==> config.mk <==
export PLATFORM = sky130hd
export DESIGN_NAME = compat_trap_ctrl
export DESIGN_NICKNAME = d
export VERILOG_FILES = /design/src/rtl/compat_trap_pkg.sv /design/src/rtl/compat_mode_regs.sv /design/src/rtl/compat_null_range.sv /design/src/rtl/compat_trap_seq.sv /design/src/rtl/compat_trap_ctrl.sv
export SDC_FILE = /design/constraint.sdc
export NUM_CORES = 1
export LEC_CHECK = 0
export BUFFER_PORTS_ARGS = -buffer_cell sky130_fd_sc_hd__buf_4
export CORE_ASPECT_RATIO = 0.8
export CORE_MARGIN = 10
export CORE_UTILIZATION = 45
export CTS_BUF_LIST = sky130_fd_sc_hd__clkbuf_8 sky130_fd_sc_hd__clkbuf_16
export DETAILED_ROUTE_END_ITERATION = 7
export PLACE_DENSITY = 0.77
export RECOVER_POWER = 100
export SYNTH_ARGS = -nofsm -noshare
export SYNTH_HDL_FRONTEND = slang
export SYNTH_HIERARCHICAL = 1
export SYNTH_SLANG_ARGS = --single-unit
==> constraint.sdc <==
create_clock -name clk_i -period 4 [get_ports clk_i]
set_input_delay 0 -clock clk_i [delete_from_list [all_inputs] [get_ports clk_i]]
set_output_delay 0 -clock clk_i [all_outputs]
set_load 0.02 [all_outputs]
==> src/rtl/compat_trap_pkg.sv <==
package compat_trap_pkg;
  typedef enum logic [1:0] {
    CLS_OTHER  = 2'd0,
    CLS_SELECT = 2'd1,
    CLS_COPY   = 2'd2,
    CLS_LOCATE = 2'd3
  } instr_cls_e;

  typedef enum logic [2:0] {
    MOP_NONE     = 3'd0,
    MOP_FP_ON    = 3'd1,
    MOP_FP_OFF   = 3'd2,
    MOP_NULL_ON  = 3'd3,
    MOP_NULL_OFF = 3'd4,
    MOP_SEL_ON   = 3'd5,
    MOP_CPY_ON   = 3'd6
  } mode_op_e;

  typedef enum logic [1:0] {
    SEQ_IDLE  = 2'd0,
    SEQ_STORE = 2'd1,
    SEQ_JUMP  = 2'd2
  } seq_state_e;
endpackage

==> src/rtl/compat_mode_regs.sv <==
module compat_mode_regs
  import compat_trap_pkg::*;
(
  input  logic     clk_i,
  input  logic     rst_ni,
  input  logic     console_i,
  input  logic     mode_take_i,
  input  mode_op_e op_i,
  input  logic     trap_i,
  output logic     fp_mode_o,
  output logic     null_o,
  output logic     sel_o,
  output logic     cpy_o,
  output logic     sim_o
);
  always_ff @(posedge clk_i or negedge rst_ni) begin
    if (!rst_ni) begin
      fp_mode_o <= 1'b1;
      null_o    <= 1'b0;
      sel_o     <= 1'b0;
      cpy_o     <= 1'b0;
      sim_o     <= 1'b0;
    end else if (console_i) begin
      fp_mode_o <= 1'b1;
      null_o    <= 1'b0;
      sel_o     <= 1'b0;
      cpy_o     <= 1'b0;
      sim_o     <= 1'b0;
    end else if (trap_i) begin
      null_o <= 1'b0;
      sel_o  <= 1'b0;
      cpy_o  <= 1'b0;
      sim_o  <= 1'b0;
    end else if (mode_take_i) begin
      case (op_i)
        MOP_FP_ON:    fp_mode_o <= 1'b1;
        MOP_FP_OFF:   fp_mode_o <= 1'b0;
        MOP_NULL_ON:  begin null_o <= 1'b1; sim_o <= 1'b1; end
        MOP_NULL_OFF: null_o <= 1'b0;
        MOP_SEL_ON:   begin sel_o <= 1'b1; sim_o <= 1'b1; end
        MOP_CPY_ON:   begin cpy_o <= 1'b1; sim_o <= 1'b1; end
        default: ;
      endcase
    end
  end
endmodule

==> src/rtl/compat_null_range.sv <==
module compat_null_range #(
  parameter int unsigned AW = 15
) (
  input  logic          wide_i,
  output logic [AW-1:0] base_o
);
  localparam logic [AW-1:0] BaseHalf    = AW'(1) << (AW - 1);
  localparam logic [AW-1:0] BaseQuarter = AW'(1) << (AW - 2);

  assign base_o = wide_i ? BaseQuarter : BaseHalf;
endmodule

==> src/rtl/compat_trap_seq.sv <==
module compat_trap_seq
  import compat_trap_pkg::*;
#(
  parameter int unsigned AW = 15
) (
  input  logic          clk_i,
  input  logic          rst_ni,
  input  logic          console_i,
  input  logic          valid_i,
  input  instr_cls_e    cls_i,
  input  mode_op_e      op_i,
  input  logic [AW-1:0] pc_i,
  input  logic [AW-1:0] operand_i,
  input  logic          big_store_i,
  input  logic          sel_mode_i,
  input  logic          cpy_mode_i,
  output logic          ready_o,
  output logic          trap_o,
  output logic          mode_take_o,
  output logic          vec_we_o,
  output logic [AW-1:0] vec_addr_o,
  output logic [AW-1:0] vec_data_o,
  output logic          pc_load_o,
  output logic [AW-1:0] pc_next_o,
  output logic          io_check_o
);
  localparam logic [AW-1:0] VecLarge = AW'(1) << (AW - 1);
  localparam logic [AW-1:0] VecSmall = AW'(1) << (AW - 3);

  seq_state_e    state_q;
  logic [AW-1:0] ret_q, vec_q, tgt_q;
  logic          chk_q;
  logic          take, copy_cls, sel_hit, cpy_hit, chk_hit;
  logic [AW-1:0] vec_sel;

  assign copy_cls    = (cls_i == CLS_COPY) || (cls_i == CLS_LOCATE);
  assign sel_hit     = (cls_i == CLS_SELECT) && sel_mode_i;
  assign cpy_hit     = copy_cls && cpy_mode_i;
  assign chk_hit     = copy_cls && !cpy_mode_i;
  assign ready_o     = (state_q == SEQ_IDLE) && !chk_q;
  assign take        = valid_i && ready_o;
  assign trap_o      = take && (sel_hit || cpy_hit);
  assign mode_take_o = take && !sel_hit && !copy_cls;
  assign vec_sel     = big_store_i ? VecLarge : VecSmall;

  always_ff @(posedge clk_i or negedge rst_ni) begin
    if (!rst_ni) begin
      state_q <= SEQ_IDLE;
      ret_q   <= '0;
      vec_q   <= '0;
      tgt_q   <= '0;
      chk_q   <= 1'b0;
    end else if (console_i) begin
      state_q <= SEQ_IDLE;
      chk_q   <= 1'b0;
    end else begin
      case (state_q)
        SEQ_IDLE: begin
          if (trap_o) begin
            state_q <= SEQ_STORE;
            ret_q   <= pc_i + AW'(1);
            vec_q   <= vec_sel;
            // class alone picks the handler entry
            tgt_q   <= vec_sel + (copy_cls ? AW'(2) : AW'(1));
          end else if (take && chk_hit) begin
            chk_q <= 1'b1;
          end else if (mode_take_o && op_i == MOP_NULL_ON) begin
            state_q <= SEQ_JUMP;
            tgt_q   <= operand_i;
          end
        end
        SEQ_STORE: state_q <= SEQ_JUMP;
        default:   state_q <= SEQ_IDLE;
      endcase
    end
  end

  assign vec_we_o   = (state_q == SEQ_STORE);
  assign vec_addr_o = vec_q;
  assign vec_data_o = ret_q;
  assign pc_load_o  = (state_q == SEQ_JUMP);
  assign pc_next_o  = tgt_q;
  assign io_check_o = chk_q;
endmodule

==> src/rtl/compat_trap_ctrl.sv <==
module compat_trap_ctrl
  import compat_trap_pkg::*;
#(
  parameter int unsigned AW = 15
) (
  input  logic          clk_i,
  input  logic          rst_ni,
  input  logic          console_rst_i,
  input  logic          instr_valid_i,
  input  logic [1:0]    instr_class_i,
  input  logic [2:0]    mode_op_i,
  input  logic [AW-1:0] instr_pc_i,
  input  logic [AW-1:0] operand_i,
  input  logic          big_store_i,
  input  logic          range_wide_i,
  input  logic          fp_ovf_i,
  output logic          ready_o,
  output logic          fp_mode_o,
  output logic          fp_trap_o,
  output logic          null_en_o,
  output logic [AW-1:0] null_base_o,
  output logic          simulate_o,
  output logic          vec_we_o,
  output logic [AW-1:0] vec_addr_o,
  output logic [AW-1:0] vec_data_o,
  output logic          pc_load_o,
  output logic [AW-1:0] pc_next_o,
  output logic          io_check_o
);
  logic       trap, mode_take, sel_mode, cpy_mode;
  instr_cls_e cls;
  mode_op_e   op;

  assign cls = instr_cls_e'(instr_class_i);
  assign op  = mode_op_e'(mode_op_i);

  compat_trap_seq #(.AW(AW)) i_seq (
    .clk_i       (clk_i),
    .rst_ni      (rst_ni),
    .console_i   (console_rst_i),
    .valid_i     (instr_valid_i),
    .cls_i       (cls),
    .op_i        (op),
    .pc_i        (instr_pc_i),
    .operand_i   (operand_i),
    .big_store_i (big_store_i),
    .sel_mode_i  (sel_mode),
    .cpy_mode_i  (cpy_mode),
    .ready_o     (ready_o),
    .trap_o      (trap),
    .mode_take_o (mode_take),
    .vec_we_o    (vec_we_o),
    .vec_addr_o  (vec_addr_o),
    .vec_data_o  (vec_data_o),
    .pc_load_o   (pc_load_o),
    .pc_next_o   (pc_next_o),
    .io_check_o  (io_check_o)
  );

  compat_mode_regs i_modes (
    .clk_i       (clk_i),
    .rst_ni      (rst_ni),
    .console_i   (console_rst_i),
    .mode_take_i (mode_take),
    .op_i        (op),
    .trap_i      (trap),
    .fp_mode_o   (fp_mode_o),
    .null_o      (null_en_o),
    .sel_o       (sel_mode),
    .cpy_o       (cpy_mode),
    .sim_o       (simulate_o)
  );

  compat_null_range #(.AW(AW)) i_range (
    .wide_i (range_wide_i),
    .base_o (null_base_o)
  );

  assign fp_trap_o = fp_ovf_i && fp_mode_o;
endmodule

==> results of run 1 <==
[layer usage]
metal / part of all wire [%] / GRT usage, % / vias up
li1: - / - / 893
met1: 43 / 17.77 / 862
met2: 48 / 23.93 / 68
met3: 8.0 / 5.537 / 8
met4: 1.0 / 4.412 / 0
met5: 0 / 0 / -
[timing repair]
action | 4_1_cts | 5_1_grt
setup endpoints to repair | 0 | 0
hold endpoints to repair | 56 | 0
hold buffers | 16 | 0
buffers inserted | 0 | 0
[synth_stat cells, types with 4 or more instances]
| library cell | instances | area (um^2) |
|---|---|---|
| dfrtp_1 | 39 | 975.9 |
| buf_4 | 28 | 210.2 |
| nor2_1 | 18 | 67.56 |
| a21oi_1 | 17 | 85.08 |
| a22o_1 | 11 | 96.34 |
| nand2_1 | 9 | 33.78 |
| xor2_1 | 8 | 70.07 |
| nor3_1 | 7 | 35.03 |
| o21ai_0 | 6 | 30.03 |
| xnor2_1 | 6 | 52.55 |
| inv_1 | 5 | 18.77 |
| nand3_1 | 5 | 25.02 |
| nand4_1 | 4 | 25.02 |
[registers in the layout (all words and copies together) (netlist names)]
register	flops
i_modes/cpy_o	1
i_modes/fp_mode_o	1
i_modes/null_o	1
i_modes/sel_o	1
i_modes/sim_o	1
i_seq/io_check_o	1
i_seq/pc_next_o	15
i_seq/state_q	2
i_seq/vec_addr_o	2
i_seq/vec_data_o	15
[placed cells by master (no fill, tap or decap), types with 2 or more instances in the layout]
cell type	Yosys	layout
clkbuf_1	1	43
a21oi_1	17	17
clkbuf_8	0	5
xor2_1	8	8
a21o_1	2	2
mux2_2	2	2
nand4_1	4	4
mux2i_1	3	3
and4_1	3	3
xnor2_1	6	6
conb_1	2	26
nor3_1	7	8
inv_1	5	6
nor2_1	18	18
nor2b_1	3	3
dfrtp_1	39	39
or4b_1	2	2
o21ai_0	6	6
dlygate4sd3_1	0	16
and3_1	2	2
nand3_1	5	5
buf_4	28	42
nand2_1	9	9
a22o_1	11	11
nor4_1	2	2
a21boi_0	2	3
[where the power goes]
group          total [mW]  leakage, nW  internal, mW  switching [mW]
Sequential          0.516        0.499         0.477          0.0396
Combinational       0.351        0.720         0.120           0.231
Clock               0.318       0.0593         0.183           0.136
[stage by stage]
step,total power [mW],worst slack (ns),instance area (um^2),utilization [%],hold slack [ns]
floorplan,0.7522,1.974,2236,-,-0.2956
global placement,0.9270,1.582,2703,58.79,0.006254
detailed placement,0.9333,1.571,2703,58.79,0.007055
CTS,1.267,1.558,2970,64.62,0.007856
global route,1.265,0.9376,2798,60.86,0.01388
finish,1.186,1.173,2798,60.86,0.01267
[final cells by class]
cell class | count | share of cell area, %
Clock buffer | 5 | 2.460
Clock inverter | 3 | 1.386
Inverter | 5 | 0.6708
Multi-Input combinational cell | 157 | 34.21
Sequential cell | 40 | 35.82
Tap cell | 60 | 2.683
Timing Repair Buffer | 101 | 22.76
[worst max-delay path by stage]
| stage | start | end |
|---|---|---|
| floorplan | i_seq/io_check_o | i_modes/fp_mode_o |
| global placement | i_seq/state_q[1] | i_seq/pc_next_o[8] |
| detailed placement | i_seq/state_q[1] | i_seq/pc_next_o[8] |
| CTS | i_seq/state_q[0] | i_seq/pc_next_o[5] |
| global route | i_seq/state_q[0] | i_seq/vec_addr_o[12] |
| finish | i_seq/state_q[1] | i_seq/vec_addr_o[14] |
[worst min-delay path: stages]
cell,delay (ns)
buf_4,0.13
o21ai_0,0.06
a21boi_0,0.07
[cells by family (layout without fill, tap and decap cells)]
kind of cell / after synthesis / after routing / synth area share [%]
adders and majority gates: 1 / 1 / 0.5830
buffers and inverters: 38 / 114 / 12.36
AOI/OAI and AO/OA: 47 / 47 / 14.46
DFF: 40 / 40 / 46.71
other: 2 / 26 / 0.3500
and+or+nand+nor: 63 / 63 / 16.85
xor gates and xnor gates: 14 / 14 / 5.714
muxes: 6 / 6 / 2.974
==> results.toml, run 1 <==
[worst_setup_path]
crit_cells = 4
crit_fanout = 31
critical_path.max_stage_delay_ns = 0.94
rr_startpoint = "i_seq/state_q[1]"
cp.buffers_inverters = 1
path_class = "reg2reg"
slowest_stage = "clkbuf_1"
path_cells = "or4b_1 > nor4_4 > clkbuf_1 > mux2_2"
ff2ff_setup_slack_ns = 1.17
crit_required_ns = 4.18
critPathTopFamily = "buffers and inverters"
cp.arrival_ns = 3.01
r2r_end = "i_seq/vec_addr_o[14]"
r2r_cells = 4
cp-end-kind = "flip-flop"
cp-start-kind = "flip-flop"

[timing]
timing.slew.headroom_pct = -40.00
tns_ns = 0
setup_viol = 0
fin_crit_ns = 2.827
hold_viol = 0
timing.fmax_mhz = 353.7
tightest_slew_ns = 2.100
rsz0062_at_grt = "no"
min_period_over_period_pct = 70.69
drv_slew = 41
skew_ns = 0.003942

[final_layout]
nFillCells = 424
final_cells = 371
diodes = 0
final_nets = 353
ff_latch_area_mm2 = 0.001002
drive_above_1_share_pct = 17.04
area_growth_pct = 30.38
multi_input_area_um2 = 957.2

[grt]
grt_pass1_wl_um = 9604
antenna_found_initial = 0
overflow = 0
grt_pass1_vias = 1924
grt_usage_pct = 14.62
grt_max_degree = 41

[hold_path]
hold_path.startpoint = "mode_op_i[1]"
worstHoldEndpoint = "i_modes/null_o"
hold_class = "in2reg"
hold_depth = 3

[power_and_ir_drop]
ir_worst_vdd_mv = 0.2084
p_leak_nw = 1.279
pwr_density_cell_mw_per_mm2 = 423.9

[placed_design]
io_buffers = 83
dp_hpwl_um = 4271
dp.cells = 347
gp_congestion = 0.8078

[routing]
viasPerCell = 4.935
first_iter_violations = 125
wire_per_inst_um = 15.49
firstDrtPassIters = 4
wl_um = 5747
antenna_left = 0
drc = 0
vias = 1831

[clocking]
cts_tree = "yes"
postCtsResizedCells = 0
clk_pin_slew_ns = 0.08
cts_root_buffer = "clkbuf_8"
clock_path_buffers = 2
clkLatencyLatePin_ns = 0.29
htree_levels = 2
numCtsBuffers = 5
cts.sinks = 40

[logic_synthesis]
syn_area_per_cell_um2 = 10.17
synth.cell_area_mm2 = 0.002146
synth_edf_count = 0
synth_cell_type_count = 46
seq_area_frac_synth_pct = 46.71
synth_top_flop_cell = "dfrtp_1"
syn_inst = 211
yosysWarnings = 6
async_flop_share_pct = 100.0
synth_seq_cells = 40

[floorplan]
initial_core_util_pct = 46.68
dieWidth_um = 97.21
dieHeight_um = 81.77
io_pins = 110
dieArea_mm2 = 0.007948
placementRows = 22
coreArea_mm2 = 0.004597

[run_status]
outcome = "complete, but fails checks"
failed_checks = "capacitance limit, slew limit"

[flow_run]
drv_cap = 1
No activity file was read; power rests on OpenSTA's default activity.
==> run 2, diff against run 1 <==
==> constraint.sdc (replaced) <==
create_clock -name clk_i -period 2.75 [get_ports clk_i]
set_input_delay 0 -clock clk_i [delete_from_list [all_inputs] [get_ports clk_i]]
set_output_delay 0 -clock clk_i [all_outputs]
set_load 0.02 [all_outputs]
==> run 2 against run 1 <==
  * The flow still finishes with violations (capacitance limit, slew limit)
  * Core utilization rose by 0.57 points
  * Clock skew shrank 0.0025 ns
  * Non-clock buffer count rose by 3
  * Maximum frequency up 19%
  * Critical path depth unchanged
  * Critical endpoint is now i_seq/pc_next_o[12]
  * Largest power group unchanged
==> results.toml, run 2 (synthesis gave the netlist of run 1 again) <==
[grt]
use_met1_pct = 16.35
grt_use_met3_pct = 6.040
grt_max_degree = 41
antenna_found_initial = 0
gr-max-usage-layer = "met2"
use_met2_pct = 26.00
grt_pass1_vias = 1990
grt_usage_pct = 14.73
grt_pass1_wl_um = 9742
overflow = 0

[timing]
hold_viol = 0
worst_slack_ns = 0.3728
skew_ns = 0.001462
drv_slew = 41
tightest_slew_ns = 2.096
tns_ns = 0
min_period_over_period_pct = 86.45
timing.slew.headroom_pct = -39.74
timing.fmax_mhz = 420.7
setup_viol = 0
fin_crit_ns = 2.377
rsz0062_at_grt = "no"
timing.hold.ws_ns = 0.01598

[clocking]
htree_levels = 2
numCtsBuffers = 5
clock_path_buffers = 2
cts.sinks = 40
clkLatencyLatePin_ns = 0.30
clk_pin_slew_ns = 0.08
cts_tree = "yes"
cts_root_buffer = "clkbuf_8"
cts_setup_buffers = 0

[final_layout]
layout.cells.most_common = "clkbuf_1"
final_nets = 356
final_area_mm2 = 0.002824
drive_above_1_share_pct = 17.52
layout_common_cells = "44 x clkbuf_1, 42 x buf_4, 39 x dfrtp_1"
final_util_pct = 61.43
diodes = 0
final_cells = 374
area_growth_pct = 31.60

[routing]
firstDrtPassIters = 4
antenna_left = 0
viasPerCell = 4.807
vias = 1798
wl_um = 5976
wire_per_inst_um = 15.98
drc = 0
first_iter_violations = 54

[worst_setup_path]
cp-end-kind = "flip-flop"
ff2ff_setup_slack_ns = 0.37
rr_startpoint = "i_seq/state_q[1]"
critical_path.max_stage_delay_ns = 0.78
path_cells = "or4b_1 > nor3_1 > mux2i_1 > o21ai_0"
crit_required_ns = 2.90
path_class = "reg2reg"
crit_fanout = 6
r2r_end = "i_seq/pc_next_o[12]"
r2r_cells = 4
slowest_stage = "nor3_1"
cp.arrival_ns = 2.52
cp-start-kind = "flip-flop"

[placed_design]
dp.cells = 349
io_buffers = 83
placed_cell_area_mm2 = 0.002718
gp_congestion = 0.7863
dp_slack_ns = 0.4651
dp_hpwl_um = 4506

[run_status]
outcome = "complete, but fails checks"
failed_checks = "capacitance limit, slew limit"

[hold_path]
hold_path.startpoint = "mode_op_i[1]"
worstHoldEndpoint = "i_modes/null_o"
hold_class = "in2reg"
hold_depth = 3

[floorplan]
io_pins = 110
placementRows = 22
dieArea_mm2 = 0.007948
coreArea_mm2 = 0.004597
dieWidth_um = 97.21
dieHeight_um = 81.77
initial_core_util_pct = 46.68

[power_and_ir_drop]
finalPower_mw = 1.768
ir_worst_vdd_mv = 0.4406
pwr_density_cell_mw_per_mm2 = 626.0
p_leak_nw = 1.284

[flow_run]
drv_cap = 1
-- run 2: cell types whose count changed in the layout (fill, tap and decap cells not counted) --
cell and change:
inv_6 +1, clkinv_2 -1, and2_1 -1, clkinvlp_4 +1
inv_1 -1, clkbuf_1 +1, and2_0 +1, clkbuf_2 +1
dlygate4sd3_1 +1
-- run 2: layout make-up --
cell class                      count  area [um^2]
Clock inverter                      3        46.29
Tap cell                           60        75.07
Sequential cell                    40         1002
Fill cell                         421         1773
Multi-Input combinational cell    157        957.2
Inverter                            5        18.77
Timing Repair Buffer              104        655.6
Clock buffer                        5        68.82
-- run 2: worst max path at each step --
stage | from | to | slack [ns] | cells after the start
after global placement | i_seq/state_q[1] | i_seq/vec_data_o[12] | 0.57 | 5
after CTS | i_seq/state_q[1] | i_seq/vec_data_o[10] | 0.44 | 5
after floorplan | i_seq/io_check_o | i_modes/fp_mode_o | 0.72 | 6
after global routing | i_seq/state_q[1] | i_modes/fp_mode_o | 0.21 | 5
after detailed placement | i_seq/state_q[1] | i_seq/vec_data_o[10] | 0.47 | 5
final | i_seq/state_q[1] | i_seq/pc_next_o[12] | 0.37 | 4
-- run 2: report_power, final --
group          switching, mW  internal, mW  leakage [nW]  total (mW)
combinational          0.340         0.176         0.731       0.516
sequential            0.0617         0.693         0.499       0.755
clock                  0.224         0.273        0.0548       0.497
total                  0.625          1.14          1.28        1.77
-- run 2: what timing repair did --
action,in CTS,in global routing
endpoints found under the setup margin,0,0
gates resized for setup,0,0
hold buffers,17,0
hold endpoints to repair,59,0
-- run 2: metal layers --
layer	vias to the layer above	share of wire [%]
li1	900	-
met1	825	43
met2	65	48
met3	8	7.9
met4	0	0.99
met5	-	0
-- run 2: worst max-delay path, delay by kind of cell, from the launching register on --
kind | cells | cell delay (ns)
AND/OR/NAND/NOR | 2 | 1.46
flip-flops | 1 | 0.43
multiplexers | 1 | 0.25
AO/OA/AOI/OAI | 1 | 0.09
